$ cat src/rtl/phs_pkg.sv
package phs_pkg;
  typedef enum logic [1:0] {
    ST_OFF    = 2'b00,
    ST_UP     = 2'b01,
    ST_FOLLOW = 2'b10,
    ST_DOWN   = 2'b11
  } phs_state_t;

  typedef enum logic [2:0] {
    ACT_OFF,
    ACT_TRACK,
    ACT_DN_START,
    ACT_DN_STEP,
    ACT_DN_TURN,
    ACT_UP_START,
    ACT_UP_STEP,
    ACT_UP_TURN
  } phs_act_t;
endpackage

$ cat src/rtl/phs_detect.sv
module phs_detect #(
  parameter int W        = 16,
  parameter int ZERO_THR = 4
) (
  input  logic signed [W-1:0] i_phase,
  input  logic signed [W-1:0] i_ref_shared,
  input  logic        [W-1:0] avg_tol,
  output logic                nonzero,
  output logic                avg_hit
);
  localparam int XW = W + 2;

  logic signed [XW-1:0] ph_x, mag, sh_x, half, tol_x, thr;

  always_comb begin
    ph_x  = XW'(i_phase);
    sh_x  = XW'(i_ref_shared);
    tol_x = $signed({2'b00, avg_tol});
    mag   = (ph_x < 0) ? -ph_x : ph_x;
    half  = sh_x >>> 1;
    thr   = half - tol_x;
    nonzero = (mag > XW'(ZERO_THR));
    avg_hit = (ph_x >= thr);
  end
endmodule

$ cat src/rtl/phs_fsm.sv
module phs_fsm
  import phs_pkg::*;
(
  input  logic       clk,
  input  logic       rst,
  input  logic       phase_en,
  input  logic       nonzero,
  input  logic       avg_hit,
  output phs_state_t state_q,
  output phs_act_t   act
);
  phs_state_t nxt;

  always_comb begin
    nxt = state_q;
    act = ACT_OFF;
    unique case (state_q)
      ST_FOLLOW: begin
        if (!phase_en) begin
          nxt = ST_DOWN;
          act = ACT_DN_START;
        end else begin
          act = ACT_TRACK;
        end
      end
      ST_DOWN: begin
        if (phase_en) begin
          nxt = ST_UP;
          act = ACT_UP_TURN;
        end else if (!nonzero) begin
          nxt = ST_OFF;
          act = ACT_OFF;
        end else begin
          act = ACT_DN_STEP;
        end
      end
      ST_OFF: begin
        if (phase_en) begin
          nxt = ST_UP;
          act = ACT_UP_START;
        end else begin
          act = ACT_OFF;
        end
      end
      ST_UP: begin
        if (!phase_en) begin
          nxt = ST_DOWN;
          act = ACT_DN_TURN;
        end else if (avg_hit) begin
          nxt = ST_FOLLOW;
          act = ACT_TRACK;
        end else begin
          act = ACT_UP_STEP;
        end
      end
      default: begin
        nxt = ST_OFF;
        act = ACT_OFF;
      end
    endcase
  end

  always_ff @(posedge clk) begin
    if (rst) state_q <= ST_OFF;
    else     state_q <= nxt;
  end
endmodule

$ cat src/rtl/phs_ramp.sv
module phs_ramp
  import phs_pkg::*;
#(
  parameter int W = 16
) (
  input  logic                clk,
  input  logic                rst,
  input  phs_act_t            act,
  input  logic signed [W-1:0] i_ref_shared,
  input  logic        [W-1:0] ramp_step,
  output logic signed [W-1:0] ref_q
);
  localparam int AW = W + 2;
  localparam logic signed [AW-1:0] ACC_MAX = $signed({2'b00, {W{1'b1}}});
  localparam logic signed [AW-1:0] REF_MAX = $signed({3'b000, {(W-1){1'b1}}});

  logic signed [AW-1:0] acc_q, acc_d, acc_sum, acc_inc;
  logic signed [AW-1:0] sh_x, step_x, ref_x, ref_raw;
  logic signed [W-1:0]  ref_d;

  always_comb begin
    sh_x    = AW'(i_ref_shared);
    step_x  = $signed({2'b00, ramp_step});
    ref_x   = AW'(ref_q);
    acc_sum = acc_q + step_x;
    acc_inc = (acc_sum > ACC_MAX) ? ACC_MAX : acc_sum;
    acc_d   = acc_q;
    ref_raw = '0;
    unique case (act)
      ACT_TRACK:    begin acc_d = '0;          ref_raw = sh_x;           end
      ACT_DN_START: begin acc_d = '0;          ref_raw = sh_x;           end
      ACT_DN_STEP:  begin acc_d = acc_inc;     ref_raw = sh_x - acc_inc; end
      ACT_DN_TURN:  begin acc_d = sh_x - ref_x; ref_raw = ref_x;         end
      ACT_UP_START: begin acc_d = '0;          ref_raw = '0;             end
      ACT_UP_STEP:  begin acc_d = acc_inc;     ref_raw = acc_inc;        end
      ACT_UP_TURN:  begin acc_d = ref_x;       ref_raw = ref_x;          end
      default:      begin acc_d = '0;          ref_raw = '0;             end
    endcase
    if (ref_raw < 0)            ref_d = '0;
    else if (ref_raw > REF_MAX) ref_d = REF_MAX[W-1:0];
    else                        ref_d = ref_raw[W-1:0];
  end

  always_ff @(posedge clk) begin
    if (rst) begin
      acc_q <= '0;
      ref_q <= '0;
    end else begin
      acc_q <= acc_d;
      ref_q <= ref_d;
    end
  end
endmodule

$ cat src/rtl/phase_shed_ramp.sv
module phase_shed_ramp
  import phs_pkg::*;
#(
  parameter int W        = 16,
  parameter int ZERO_THR = 4
) (
  input  logic                clk,
  input  logic                rst,
  input  logic                phase_en,
  input  logic signed [W-1:0] i_phase,
  input  logic signed [W-1:0] i_ref_shared,
  input  logic        [W-1:0] ramp_step,
  input  logic        [W-1:0] avg_tol,
  output logic signed [W-1:0] ref_out,
  output logic        [1:0]   state_code
);
  logic       nonzero, avg_hit;
  phs_state_t state_q;
  phs_act_t   act;

  phs_detect #(.W(W), .ZERO_THR(ZERO_THR)) u_detect (
    .i_phase      (i_phase),
    .i_ref_shared (i_ref_shared),
    .avg_tol      (avg_tol),
    .nonzero      (nonzero),
    .avg_hit      (avg_hit)
  );

  phs_fsm u_fsm (
    .clk      (clk),
    .rst      (rst),
    .phase_en (phase_en),
    .nonzero  (nonzero),
    .avg_hit  (avg_hit),
    .state_q  (state_q),
    .act      (act)
  );

  phs_ramp #(.W(W)) u_ramp (
    .clk          (clk),
    .rst          (rst),
    .act          (act),
    .i_ref_shared (i_ref_shared),
    .ramp_step    (ramp_step),
    .ref_q        (ref_out)
  );

  assign state_code = state_q;
endmodule

$ cat config.mk
export PLATFORM = sky130hd
export DESIGN_NAME = phase_shed_ramp
export DESIGN_NICKNAME = d
export VERILOG_FILES = /design/src/rtl/phs_pkg.sv /design/src/rtl/phs_detect.sv /design/src/rtl/phs_fsm.sv /design/src/rtl/phs_ramp.sv /design/src/rtl/phase_shed_ramp.sv
export SDC_FILE = /design/constraint.sdc
export NUM_CORES = 1
export LEC_CHECK = 0
export BUFFER_PORTS_ARGS = -buffer_cell sky130_fd_sc_hd__buf_4
export CORE_MARGIN = 1
export CORE_UTILIZATION = 50
export CTS_CLUSTER_SIZE = 16
export DETAILED_ROUTE_END_ITERATION = 8
export PLACE_DENSITY = 0.73
export SETUP_SLACK_MARGIN = 0.4
export SYNTH_ARGS = -nofsm -noshare
export SYNTH_HDL_FRONTEND = slang
export SYNTH_HIERARCHICAL = 1
export SYNTH_SLANG_ARGS = --single-unit
$ cat constraint.sdc
create_clock -name clk -period 5.9 [get_ports clk]
set_clock_uncertainty 0.15 [all_clocks]
set_input_delay 0.59 -clock clk [delete_from_list [all_inputs] [get_ports clk]]
set_output_delay 0.59 -clock clk [all_outputs]
set_load 0.1 [all_outputs]
# Word level (Yosys, flattened, before mapping)
# Cells that the tools add are included.
[totals]
inputBits = 67
regBits = 36
[classes]
order_cmp = 6
n_reduce_logical = 7
addsub = 5
eq_ne = 13
muxes = 19
[ops]
columns = ["op", "n"]
rows = [
  ["18-bit case mux with 4 select lines", 1],
  ["18-bit case mux with 3 select lines", 1],
  ["18-bit 2-to-1 mux", 2],
  ["18-bit by 17-bit adder with 18-bit output", 1],
  ["16-bit by 18-bit greater-or-equal comparator with 1-bit output", 1],
  ["18-bit by 16-bit greater-than comparator with 1-bit output, second input constant", 1],
  ["18-bit by 17-bit greater-than comparator with 1-bit output, second input constant", 1],
  ["18-bit by 4-bit greater-than comparator with 1-bit output, second input constant", 1],
  ["18-bit by 1-bit less-than comparator with 1-bit output, second input constant", 1],
  ["16-bit negator with 18-bit output", 1],
  ["15-bit by 17-bit subtractor with 18-bit output", 1],
  ["16-bit by 18-bit subtractor with 18-bit output", 1],
  ["16-bit by 16-bit subtractor with 17-bit output", 1],
  ["16-bit by 1-bit less-than comparator with 1-bit output, second input constant", 1],
  ["2-bit 2-to-1 mux", 8],
  ["15-bit 2-to-1 mux", 1],
  ["3-bit 2-to-1 mux", 4],
  ["3-bit case mux with 4 select lines", 1],
  ["3-bit == test, second input constant", 3],
  ["2-bit case mux with 4 select lines", 1],
  ["2-bit OR reduction", 4],
  ["3-bit by 2-bit == test with 1-bit output, second input constant", 2],
  ["3-bit != test, second input constant", 2],
  ["2-bit == test, second input constant", 2],
  ["6 further kinds", 7],
]

# Longest topological paths before layout
[depth]
word_depth = 11
mapped_depth = 29
depth_no_buf = 27

# Hierarchy
# The synthesis kept the hierarchy.
[by_module_without_submodules]
columns = ["module", "instances", "cells_each", "area_each_um2", "seq_area_each_um2"]
rows = [
  ["phs_ramp", 1, 594, 4509.3, 680.7],
  ["phs_detect", 1, 237, 1685.4, 0.0],
  ["phs_fsm", 1, 30, 239.0, 40.0],
]

# Least setup slack after synthesis
# No wires, ideal clock.
[synth_path]
kind = "input to register"
from = "in i_ref_shared[1]"
to = "reg u_ramp.ref_q[9]"
arrival_ns = 5.250
slack_ns = 0.373
path_stages = 29
setup_time_ns = 0.128
n_path_buf = 2
path_cell_list = "inv_1 > ha_1 > fa_1 > nand2b_1 > a21oi_1 > nor4_1 > o2111ai_1 > nand2_1 > xnor2_1 > ha_1 > a21oi_1 > nand2_1 > a21oi_1 > o21ai_1 > nor3_1 > mux2_1 > nor2b_1 > o211ai_1 > o21ai_0 > clkbuf_1 > inv_1 > nor2_1 > or2_2 > nand2_1 > o21ai_0 > nor2_1 > o21ai_2 > buf_4 > a211oi_2"
[synth_via]
elab_chain_len = 10
elab_cells_between_ends = 19
cone_classes = "add/sub: 2; order compare: 3; eq/ne: 6; mux: 5; reduce/logical: 3"
[synth_lines]
columns = ["element", "line_no", "source"]
rows = [
  ["start: declaration", "phase_shed_ramp.sv:11", "input logic signed [W-1:0] i_ref_shared,"],
  ["15-bit by 17-bit subtractor with 18-bit output (*)", "phs_detect.sv:21", "thr = half - tol_x;"],
  ["16-bit by 18-bit greater-or-equal comparator with 1-bit output (*)", "phs_detect.sv:23", "avg_hit = (ph_x >= thr);"],
  ["named net avg_hit", "phase_shed_ramp.sv:17", "logic nonzero, avg_hit;"],
  ["3-bit 2-to-1 mux (*)", "phs_fsm.sv:49", "end else if (avg_hit) begin"],
  ["3-bit 2-to-1 mux (*)", "phs_fsm.sv:46", "if (!phase_en) begin"],
  ["3-bit case mux with 4 select lines (*)", "phs_fsm.sv:17", "unique case (state_q)"],
  ["named net act[1]", "phase_shed_ramp.sv:19", "phs_act_t act;"],
  ["3-bit == test (tied with other cells)", "phs_ramp.sv:29", "unique case (act)"],
  ["2-bit OR reduction (no line)", "n/a", ""],
  ["18-bit case mux with 4 select lines (*)", "phs_ramp.sv:29", ""],
  ["18-bit by 16-bit greater-than comparator with 1-bit output / 18-bit by 1-bit less-than comparator with 1-bit output (equally long branches)", "phs_ramp.sv:40, phs_ramp.sv:39", ""],
  ["15-bit 2-to-1 mux / 2-bit OR reduction (equally long branches)", "n/a", ""],
  ["end signal: assignment", "phs_ramp.sv:50", "ref_q <= ref_d;"],
  ["end: declaration", "phs_ramp.sv:11", "output logic signed [W-1:0] ref_q"],
]
# Mark *: on every way through the listed nets, which the timed path passes. The rest lies on a longest branch.
# A chain may end at the register's enable or synchronous reset.

# Final worst setup path
[layout_path]
from = "in ramp_step[8]"
to = "reg u_ramp.ref_q[14]"
[layout_via]
elab_chain_len = 7
elab_cells_between_ends = 9
cone_classes = "add/sub: 2; order compare: 3; mux: 3; reduce/logical: 1"
[layout_lines]
columns = ["element", "line_no", "source"]
rows = [
  ["start: declaration", "phase_shed_ramp.sv:12", "input logic [W-1:0] ramp_step,"],
  ["18-bit by 17-bit adder with 18-bit output (*)", "phs_ramp.sv:25", "acc_sum = acc_q + step_x;"],
  ["18-bit by 17-bit greater-than comparator with 1-bit output", "phs_ramp.sv:26", "acc_inc = (acc_sum > ACC_MAX) ? ACC_MAX : acc_sum;"],
  ["18-bit 2-to-1 mux (*)", "phs_ramp.sv:26", ""],
  ["16-bit by 18-bit subtractor with 18-bit output", "phs_ramp.sv:32", "ACT_DN_STEP: begin acc_d = acc_inc; ref_raw = sh_x - acc_inc; end"],
  ["18-bit case mux with 4 select lines (*)", "phs_ramp.sv:29", ""],
  ["18-bit by 16-bit greater-than comparator with 1-bit output / 18-bit by 1-bit less-than comparator with 1-bit output (equally long branches)", "phs_ramp.sv:40, phs_ramp.sv:39", ""],
  ["15-bit 2-to-1 mux / 2-bit OR reduction (equally long branches)", "n/a", ""],
]
# Mark *: on every way between the ends. The rest lies on a longest branch, timed or not.

==> results <==
- The register clock-pin slew on the reported worst setup and hold paths is approximately 0.060 ns.
- Buffers inserted to repair hold after CTS numbered 0.
- The area growth from synthesis to layout is 24.0%.
- CTS saw 36 sinks.
- Leaving out fill and tap cells, the most frequent cell in the layout is sky130_fd_sc_hd__buf_4.
- The switching share of total power is approximately 55%.
- The post-synthesis cell area is 6430 um^2.
- Measured along the y axis, the die boundary spans 115 um.
- The finished layout holds about 1200 standard cells, fillers aside.
- Clock latency on the worst-skew pair, taken at its later pin, is 0.29 ns.
- The peak ir drop on the vdd network is between 0.2 and 0.3 mV.
- The placed cell area is between 7000 and 8000 um^2.
- The average instance in the mapped netlist occupies approximately 7.5 um^2.
- Summing all non-filler instances in the final layout gives an area of about 8000 um^2.
- The actual slew at the worst max-slew pin is about 1.0 ns.
- Across every metal layer, demand over resource in global routing totals approximately 30%.
- Derived from the worst setup path, the maximum achievable clock frequency is approximately 0.18 GHz.
- The data required time of the worst path is between 5 and 6 ns.
- The met1 demand-to-capacity share in global routing is approximately 44%.
- The total overflow left after global routing is 0.
- The share of power burned in registers is approximately a tenth.
- Of all nets on the critical path, the largest fanout is 4.
- STA classifies the critical path startpoint as an input port.
- Counting cells, the worst reg-to-reg path comes to 19.
- Using the TritonRoute via totals, the vias-per-cell ratio works out to around 6.2.
- The count of flip-flops with a built-in enable after synthesis is 0.
- Across the run, the number of max-cap violations was 0.
- The number of endpoints with negative hold slack in the final report is 0.
- The worst register-to-register path ends at u_ramp/ref_q[14]$_SDFF_PP0_.
- The final period demand of the worst path is approximately 5.5 ns.
- In this run the remaining antenna-violating nets after routing total 0.
- Row generation in the floorplan step produced between 40 and 50 rows.
- The critical path is of the input port to register type.
- Of all flip-flops after synthesis, the portion carrying an async set or reset was 0%.
- The root cell of the clock tree is sky130_fd_sc_hd__clkbuf_16.
- Synthesis produced a netlist whose cell count is about 860.
- In the final timing run, aggregate negative setup slack is 0 ns.
- Setup violations remaining at the end of the flow were counted as 0.
- For this run, the post-layout net count is 1147.
- The endpoint of the worst hold path is u_ramp/acc_q[13]$_SDFF_PP0_.
- The number of library cell types mapped by synthesis is 89.
- The die is approximately 120 um wide.
- In the synthesized netlist the dominant register cell turns out to be sky130_fd_sc_hd__dfxtp_1.
- The proportion of power drawn by combinational gates is 81.7%.
- The setup slack after placement is -0.0920 ns.
- The register-to-register path setup slack is roughly 0.57 ns.
- Counting flops and latches in the post-synthesis netlist gives 36.
- The residual DRC count is 0.
- Global routing used ~46% of the available met2 tracks.
- The total count of max-transition violations in the final report came to 0.
- In this design, the stage delay of the slowest critical-path cell is just under 0.6 ns.
- The floorplan die area is around 13000 um^2.
- The flow ran to the end, and the final reports show no timing, DRC or antenna violations.
- The share of the cycle needed by the critical path after routing is between 90 and 100%.
- The starting density of the core is 51.2%.
- Setup repair after global routing left no endpoint under its margin.
- The depth of the CTS H-tree is 2.
- The number of global-route vias before repair is between 6000 and 7000.
- The cell-internal power is ~1.6 mW.
- The startpoint identified for the worst register-to-register timing path is u_ramp/acc_q[8]$_SDFF_PP0_.
- Counting tap cells, the placed design contains a total of 1141 instances.
- For the worst setup path, the data arrival time is around 5.5 ns.
- 85 I/O pins were placed.
- The congestion estimate from routability-driven global placement came to roughly 0.92.
- The type of the worst min-delay path is register to register.
- Summing over every cut layer, the via total after detailed routing is between 7000 and 8000.
- The worst hold path passes through 2 cells.
- The peak-usage layer in the global routing report is met2.
- The clock tree from TritonCTS is done.
- The total wire length after detailed routing is between 20000 and 25000 um.
- The relative slew slack is approximately 30%.
- The wire-length estimate of the detail-placed layout is 15700 um.
- Entering global routing, the biggest net connects 21 pins.
- The fraction of final layout cells sized beyond drive strength 1 is between 20 and 25%.
- The average detailed-routed wire length per instance is 17.4 um.
- In this run, the clock network consumes 7.7% of the power.
- In the layout the commonest cells are sky130_fd_sc_hd__buf_4, sky130_fd_sc_hd__ha_1, sky130_fd_sc_hd__a21oi_1.
- The number of optimization iterations in the first detailed-route pass is 5.
- The register area share after synthesis is approximately 11%.
- The maximum clock path buffer count is 2.
- The total power consumption of the routed design is about 3.5 mW.
- The sort of element at the end of the critical path is a register.
- The least setup slack across all paths after layout is between 0.4 and 0.5 ns.
- The initial DRC count is about 680.
- Clock tree synthesis inserted a total of 5 buffers.
- The total leakage power is 3.48 nW.
- Yosys printed 6 warnings.
- The worst hold path begins at u_ramp/ref_q[13]$_SDFF_PP0_.
- The areal power density over the cells is 437 nW/um^2.
- The initial antenna violation count was 0.
- The first global-routing pass estimated 31800 um of wire.
- Traced cell by cell, the critical path runs through buf_4 -> ha_1 -> a21o_1 -> a2111o_1 -> o22ai_4 -> nor3_1 -> or4_4 -> or2_1 -> nand2b_1 -> ha_1 -> inv_1 -> fa_1 -> a21oi_1 -> o22ai_1 -> nor4_1 -> o31ai_1 -> a31oi_1 -> mux2i_1 -> a21oi_1 -> a211oi_2.
- The repair_antennas step left the layout with diodes totalling 0.
- The largest individual stage delay along the critical path comes from the cell sky130_fd_sc_hd__or4_4.
- The post-synthesis net count is a little over 1000.
- The area of the core is between 10000 and 15000 um^2.
- The count of buffers added on input and output ports is 84.
- The met3 track utilization from global routing is 3.40%.
- For this design the total switching power over the nets is 1.90 mW.
==> power by group through the flow <==
| stage | combinational, mW | sequential, mW | clock, mW |
|---|---|---|---|
| after CTS | 2.64 | 0.368 | 0.266 |
| after detailed placement | 2.60 | 0.373 | 0 |
| after global routing | 3.07 | 0.376 | 0.277 |
| after floorplan | 1.63 | 0.627 | 0 |
| after global placement | 2.57 | 0.373 | 0 |
| final | 2.85 | 0.369 | 0.270 |
==> cell usage after synthesis (16+ instances only) <==
cell type | count | area [um^2]
sky130_fd_sc_hd__a211oi_1 | 16 | 120
sky130_fd_sc_hd__nor2_1 | 69 | 259
sky130_fd_sc_hd__inv_1 | 66 | 248
sky130_fd_sc_hd__o21ai_0 | 51 | 255
sky130_fd_sc_hd__nor3_1 | 22 | 110
sky130_fd_sc_hd__dfxtp_1 | 36 | 721
sky130_fd_sc_hd__xnor2_1 | 28 | 245
sky130_fd_sc_hd__a21oi_1 | 84 | 420
sky130_fd_sc_hd__nand2_1 | 56 | 210
sky130_fd_sc_hd__ha_1 | 90 | 1130
sky130_fd_sc_hd__a31oi_1 | 18 | 113
sky130_fd_sc_hd__a21o_1 | 23 | 173
sky130_fd_sc_hd__nand2b_1 | 16 | 100
==> cells by family after synthesis <==
family,count (synthesis),share of synthesized area (%)
other,1,0.0583
xor gates and xnor gates,42,5.72
DFF,36,11.2
AOI/OAI and AO/OA,326,35.1
adders and majority gates,94,18.7
muxes,17,2.74
buffers and inverters,92,6.01
and+or+nand+nor,253,20.4
==> flip-flops by register name (all words and copies together) (netlist names) <==
name	flops
u_fsm/state_q	2
u_ramp/acc_q	18
u_ramp/ref_q	16
==> layout make-up <==
type	count	area, um^2
clock buffer	5	125
clock inverter	3	18.8
fill	1130	4590
inverter	67	251
multi-input combinational	734	5530
sequential	36	721
tap	172	215
timing repair buffer	142	1120
==> layer usage <==
layer / vias up / share of wire, %
met4: 0 / 2.1
met2: 332 / 44
met5: - / 0
met1: 3278 / 46
li1: 3485 / -
met3: 42 / 8.3
==> worst max path at each step <==
stage | slack (ns) | startpoint | to
after CTS | 0.42 | i_ref_shared[1] | u_ramp/ref_q[4]$_SDFF_PP0_
after global placement | 0.13 | i_ref_shared[1] | u_ramp/ref_q[3]$_SDFF_PP0_
after floorplan | 0.49 | i_ref_shared[1] | u_ramp/ref_q[9]$_SDFF_PP0_
after detailed placement | -0.09 | i_ref_shared[1] | u_ramp/ref_q[3]$_SDFF_PP0_
final | 0.44 | ramp_step[8] | u_ramp/ref_q[14]$_SDFF_PP0_
after global routing | 0.36 | ramp_step[8] | u_ramp/ref_q[13]$_SDFF_PP0_
==> critical path: cells and delay by family <==
kind                     cells  cell delay, ns
AO/OA/AOI/OAI                9            2.07
adder cells (fa/ha/maj)      3            0.92
buffers and inverters        2            0.17
multiplexers                 1            0.24
AND/OR/NAND/NOR              5            1.51
==> stage by stage <==
step	hold slack [ns]	util [%]
after floorplan	0.468	-
after global placement	0.398	60.0
after detailed placement	0.401	60.0
after CTS	0.392	61.3
after global routing	0.415	63.5
final	0.410	63.5
==> repair_timing <==
item,in CTS,in global routing
gates resized for setup,5,38
setup buffers,0,9
pin swaps,0,14
endpoints found under the setup margin,15,33
gates cloned,1,0
No activity file was read; power rests on OpenSTA's default activity.
